[src/rtl/pin_change_irq_pkg.sv]
package pin_change_irq_pkg;
    typedef enum logic [1:0] {
        ST_INIT    = 2'd0,
        ST_WATCH   = 2'd1,
        ST_RD_HOLD = 2'd2,
        ST_WR_PEND = 2'd3
    } seq_state_e;
endpackage

[src/rtl/pci_seq.sv]
module pci_seq
    import pin_change_irq_pkg::*;
(
    input  logic       clk,
    input  logic       rst_n,
    input  logic       sel_i,
    input  logic       ack_i,
    input  logic       rnw_i,
    input  logic       scl_rise_i,
    input  logic       scl_fall_i,
    output seq_state_e state_o,
    output logic       load_o,
    output logic       cmp_o
);
    seq_state_e st_q, st_d;
    logic rd_hit, wr_hit, ack_end;

    assign rd_hit  = sel_i & ack_i & scl_rise_i & rnw_i;
    assign wr_hit  = sel_i & ack_i & scl_rise_i & ~rnw_i;
    assign ack_end = sel_i & scl_fall_i;

    // state register
    always_ff @(posedge clk or negedge rst_n) begin
        if (!rst_n) st_q <= ST_INIT;
        else        st_q <= st_d;
    end

    // transitions
    always_comb begin
        st_d = st_q;
        unique case (st_q)
            ST_INIT:    st_d = ST_WATCH;
            ST_WATCH: begin
                if (rd_hit)      st_d = ST_RD_HOLD;
                else if (wr_hit) st_d = ST_WR_PEND;
            end
            ST_RD_HOLD: if (!sel_i || ack_end) st_d = ST_WATCH;
            ST_WR_PEND: if (!sel_i || ack_end) st_d = ST_WATCH;
            default:    st_d = ST_INIT;
        endcase
    end

    // outputs
    always_comb begin
        load_o = 1'b0;
        unique case (st_q)
            ST_INIT:    load_o = 1'b1;
            ST_WATCH:   load_o = rd_hit;
            ST_RD_HOLD: load_o = sel_i;
            ST_WR_PEND: load_o = ack_end;
            default:    load_o = 1'b0;
        endcase
        cmp_o = (st_d == ST_WATCH) || (st_d == ST_WR_PEND);
    end

    assign state_o = st_q;
endmodule

[src/rtl/pci_snapshot.sv]
module pci_snapshot #(
    parameter int WIDTH = 8
) (
    input  logic             clk,
    input  logic             rst_n,
    input  logic             load_i,
    input  logic [WIDTH-1:0] pins_i,
    output logic [WIDTH-1:0] snap_d_o,
    output logic [WIDTH-1:0] snap_q_o
);
    logic [WIDTH-1:0] snap_q;

    // next snapshot value, shared with the compare stage
    assign snap_d_o = load_i ? pins_i : snap_q;

    // pins idle high, so the reset value is all ones
    always_ff @(posedge clk or negedge rst_n) begin
        if (!rst_n) snap_q <= '1;
        else        snap_q <= snap_d_o;
    end

    assign snap_q_o = snap_q;
endmodule

[src/rtl/pci_flag.sv]
module pci_flag #(
    parameter int WIDTH = 8
) (
    input  logic             clk,
    input  logic             rst_n,
    input  logic             cmp_i,
    input  logic [WIDTH-1:0] pins_i,
    input  logic [WIDTH-1:0] snap_i,
    output logic             int_o
);
    logic [WIDTH-1:0] bit_diff;
    logic             int_q;

    for (genvar g = 0; g < WIDTH; g++) begin : g_diff
        assign bit_diff[g] = pins_i[g] ^ snap_i[g];
    end

    always_ff @(posedge clk or negedge rst_n) begin
        if (!rst_n) int_q <= 1'b0;
        else        int_q <= cmp_i & (|bit_diff);
    end

    assign int_o = int_q;
endmodule

[src/rtl/pin_change_irq.sv]
module pin_change_irq
    import pin_change_irq_pkg::*;
#(
    parameter int WIDTH = 8
) (
    input  logic             clk,
    input  logic             rst_n,
    input  logic [WIDTH-1:0] pins_i,
    input  logic             sel_i,
    input  logic             ack_i,
    input  logic             rnw_i,
    input  logic             scl_rise_i,
    input  logic             scl_fall_i,
    output logic             int_oe_o
);
    seq_state_e       state_q;
    logic             load_en, cmp_en;
    logic [WIDTH-1:0] snap_d, snap_q;

    pci_seq u_seq (
        .clk        (clk),
        .rst_n      (rst_n),
        .sel_i      (sel_i),
        .ack_i      (ack_i),
        .rnw_i      (rnw_i),
        .scl_rise_i (scl_rise_i),
        .scl_fall_i (scl_fall_i),
        .state_o    (state_q),
        .load_o     (load_en),
        .cmp_o      (cmp_en)
    );

    pci_snapshot #(.WIDTH(WIDTH)) u_snap (
        .clk      (clk),
        .rst_n    (rst_n),
        .load_i   (load_en),
        .pins_i   (pins_i),
        .snap_d_o (snap_d),
        .snap_q_o (snap_q)
    );

    pci_flag #(.WIDTH(WIDTH)) u_flag (
        .clk    (clk),
        .rst_n  (rst_n),
        .cmp_i  (cmp_en),
        .pins_i (pins_i),
        .snap_i (snap_d),
        .int_o  (int_oe_o)
    );
endmodule

[config.mk]
export PLATFORM = sky130hd
export DESIGN_NAME = pin_change_irq
export DESIGN_NICKNAME = d
export VERILOG_FILES = /design/src/rtl/pin_change_irq_pkg.sv /design/src/rtl/pci_seq.sv /design/src/rtl/pci_snapshot.sv /design/src/rtl/pci_flag.sv /design/src/rtl/pin_change_irq.sv
export SDC_FILE = /design/constraint.sdc
export NUM_CORES = 1
export LEC_CHECK = 0
export ABC_AREA = 1
export BUFFER_PORTS_ARGS = -buffer_cell sky130_fd_sc_hd__buf_2
export CORE_AREA = 5 5 46 48
export CTS_CLUSTER_SIZE = 30
export DETAILED_ROUTE_END_ITERATION = 8
export DIE_AREA = 0 0 51 53
export GPL_ROUTABILITY_DRIVEN = 1
export PLACE_DENSITY = 0.69
export SKIP_LAST_GASP = 1
export SYNTH_ARGS = -nofsm -noshare
export SYNTH_HDL_FRONTEND = slang
export SYNTH_SLANG_ARGS = --single-unit
export TNS_END_PERCENT = 10
[constraint.sdc]
create_clock -name clk -period 1.31 [get_ports clk]
set_input_delay 0.393 -clock clk [delete_from_list [all_inputs] [get_ports clk]]
set_output_delay 0.393 -clock clk [all_outputs]
set_load 0.05 [all_outputs]
==> impl_metrics.yaml <==
global_route:
  track_usage_pct: 13.0
  grt_pass1_vias: 631
  grt-ovfl-total: 0
  antenna_found_initial: 0
  grt_max_degree: 19
  grt_first_pass_wirelength_mm: 2.58
setup_path:
  cp_max_fo: 18
  ff2ff_setup_slack_ns: -0.01
  path_buf_inv: 1
  cpMostUsedCell: "nand2_1"
  required_ns: 1.47
  critical_path.cell_chain: "nor2_2 > nand3_2 > buf_12 > nand3_1 > nand2_1 > nand2_1 > nand2_1 > nor2_2 > nand2_1"
  ff2ff_path_depth: 9
  r2r_end: "u_flag.int_o$_DFF_PN0_"
  arrival_ns: 1.49
  path_delay_family: "simple AND/OR/NAND/NOR gates"
  slowest_stage: "dfrtp_1"
  reg2reg_from: "u_seq.state_o[1]$_DFF_PN0_"
  critPathLaunchType: "register"
  path_class: "register to register"
  end_kind: "register"
  max_stage_delay_ns: 0.42
routing:
  route.final.wire_length_mm: 1.50
  route.antenna.remaining_nets: 0
  vias_per_cell: 5.08
  drc_errors: 0
  wl_per_cell_um: 10.6
  drt_iter0_markers: 19
  vias: 722
  first_pass_iters: 4
sta:
  worst_slack_ns: -0.0142
  slew_violations: 0
  finalHoldViolations: 0
  rsz0062_at_grt: "true"
  max_slew_margin_pct: 83.8
  holdWs_ns: 0.337
  finClkSkew_ns: 0.000437
  setup-violations-final: 1
  post-route-min-period_ns: 1.32
  fmax_mhz: 755
  fin_crit_sh_pct: 101
  tightestPinTransition_ns: 0.243
clock_network:
  post_cts_buffers: 0
  clock_sinks: 11
  cts_tree: "yes"
  numCtsBuffers: 3
  clock_latency_ns: 0.27
  clock_path_buffers: 2
  cts.root.buffer_cell: "clkbuf_4"
  htreeDepth: 1
  clkTransAtPathRegs_ns: 0.07
worst_hold_path:
  whs_endpoint: "u_snap.snap_q_o[0]$_DFF_PN1_"
  min_path_cells: 3
  min_from: "pins_i[0]"
  hold_path_class: "input pin to register"
logic_synthesis:
  ys_seq_elements: 11
  syn-cell-area_um2: 713
  syn_area_per_cell_um2: 6.99
  synth_fp_nets: 117
  synthFlopType: "dfstp_2"
  yosysTopAreaCell: "dfstp_2"
  synth.area.top_cells: "dfstp_2, nand2_1, inv_1"
  yosysSeqAreaShare_pct: 40.0
  synth_edf_count: 0
  async_reset_ff_share_pct: 100
  ys.warnings.count: 0
  yosysUniqueCellTypes: 17
  netlist_instances: 102
  synth_most_common_cell: "nand2_1"
  synth.top_cell.area_share_pct: 29.5
  synth_common_cells: "nand2_1, inv_1, nand4_1"
final_layout:
  final_nets: 141
  drive_gt1_share_pct: 31.2
  stdcell_count: 142
  fin_util_pct: 53.1
  area.growth.synth_to_final_pct: 24.4
  antenna_cells: 0
power_and_ir_drop:
  internal-power_uw: 717
  vdd_drop_max_v: 0.000568
  switching_power_uw: 331
  seq_power_share_pct: 47.9
  pwr-share-clk_pct: 22.0
  power_frac_comb_pct: 30.0
  switching_share_pct: 31.6
  power_density_nw_per_um2: 1180
  p_total_uw: 1050
  leakage_uw: 0.000496
floorplanning:
  pin_count: 16
  initial_utilization_pct: 42.7
  die_w_um: 51
  fp.dieH_um: 53
  die_area_um2: 2700
  core_area_um2: 1670
  num_rows: 15
place:
  place_inst: 137
  post-place-ws_ns: -0.137
  gp_congestion: 0.754
  dpl.hpwl_mm: 1.10
  place.port_buffers: 15
outcome:
  violations: "negative setup slack"
  status: "complete, but fails checks"
run:
  maxCapViolations: 0
worst max path at each step:
| stage | start | to | depth (start not counted) |
|---|---|---|---|
| after floorplan | ack_i | u_flag.int_o$_DFF_PN0_ | 10 |
| after global placement | sel_i | u_flag.int_o$_DFF_PN0_ | 11 |
| after detailed placement | sel_i | u_flag.int_o$_DFF_PN0_ | 10 |
| after CTS | u_seq.state_o[1]$_DFF_PN0_ | u_flag.int_o$_DFF_PN0_ | 9 |
| after global routing | u_seq.state_o[0]$_DFF_PN0_ | u_flag.int_o$_DFF_PN0_ | 10 |
| final | u_seq.state_o[1]$_DFF_PN0_ | u_flag.int_o$_DFF_PN0_ | 9 |
metal layers:
layer	global-route usage, %	vias to the layer above	part of all wire (%)
met3	2.54	5	4.0
li1	-	369	-
met1	16.3	330	47
met2	21.2	18	47
met4	6.73	0	1.9
met5	0	-	0
worst register-to-register path, delay by kind of cell (launching register included):
kind,cells,cell delay [ns]
buffers and inverters,1,0.16
DFF,1,0.42
and+or+nand+nor,8,0.63
repair_timing:
item	CTS	global route
resized for setup	3	1
setup endpoints to repair	6	7
hold buffers	1	0
hold endpoints to repair	3	0
registers in the layout (all words and copies together), names as in the netlist:
name / cells
u_flag.int_o: 1
u_seq.state_o: 2
u_snap.snap_q_o: 8
power groups by stage:
stage | logic, uW | registers, uW | clock network, uW
global placement | 292 | 502 | 0
floorplan | 212 | 498 | 0
finish | 315 | 502 | 231
global route | 364 | 510 | 251
detailed placement | 300 | 505 | 0
CTS | 310 | 501 | 241
final cells by class:
| class | count | area [um2] |
|---|---|---|
| multi-input cells | 62 | 314 |
| clock buffers | 4 | 26.3 |
| flip-flops and latches | 11 | 285 |
| inverters | 26 | 97.6 |
| repair buffers | 22 | 143 |
| fillers | 152 | 783 |
| well taps | 17 | 21.3 |
logic make-up after synthesis:
| family | Yosys count | share of synthesized area, % |
|---|---|---|
| simple gates | 51 | 34.0 |
| buf+inv | 29 | 17.9 |
| flops | 11 | 40.0 |
| compound gates | 11 | 8.07 |
through the flow:
stage                     setup TNS, ns  area [um2]
final                           -0.0142         887
after global routing             -0.407         887
after CTS                      -0.00317         885
after global placement           -0.501         840
after detailed placement         -0.741         840
after floorplan                       0         716
placed cells by master, fill, tap and decap left out, drive strengths merged, types with 2 or more instances in the layout:
master / n
o21ai: 8
nand2: 29
nand3: 2
a21oi: 2
nand4: 14
nor2: 5
clkbuf: 4
buf: 21
dfstp: 8
inv: 26
dfrtp: 3
Power figures use the tool's default switching activity.
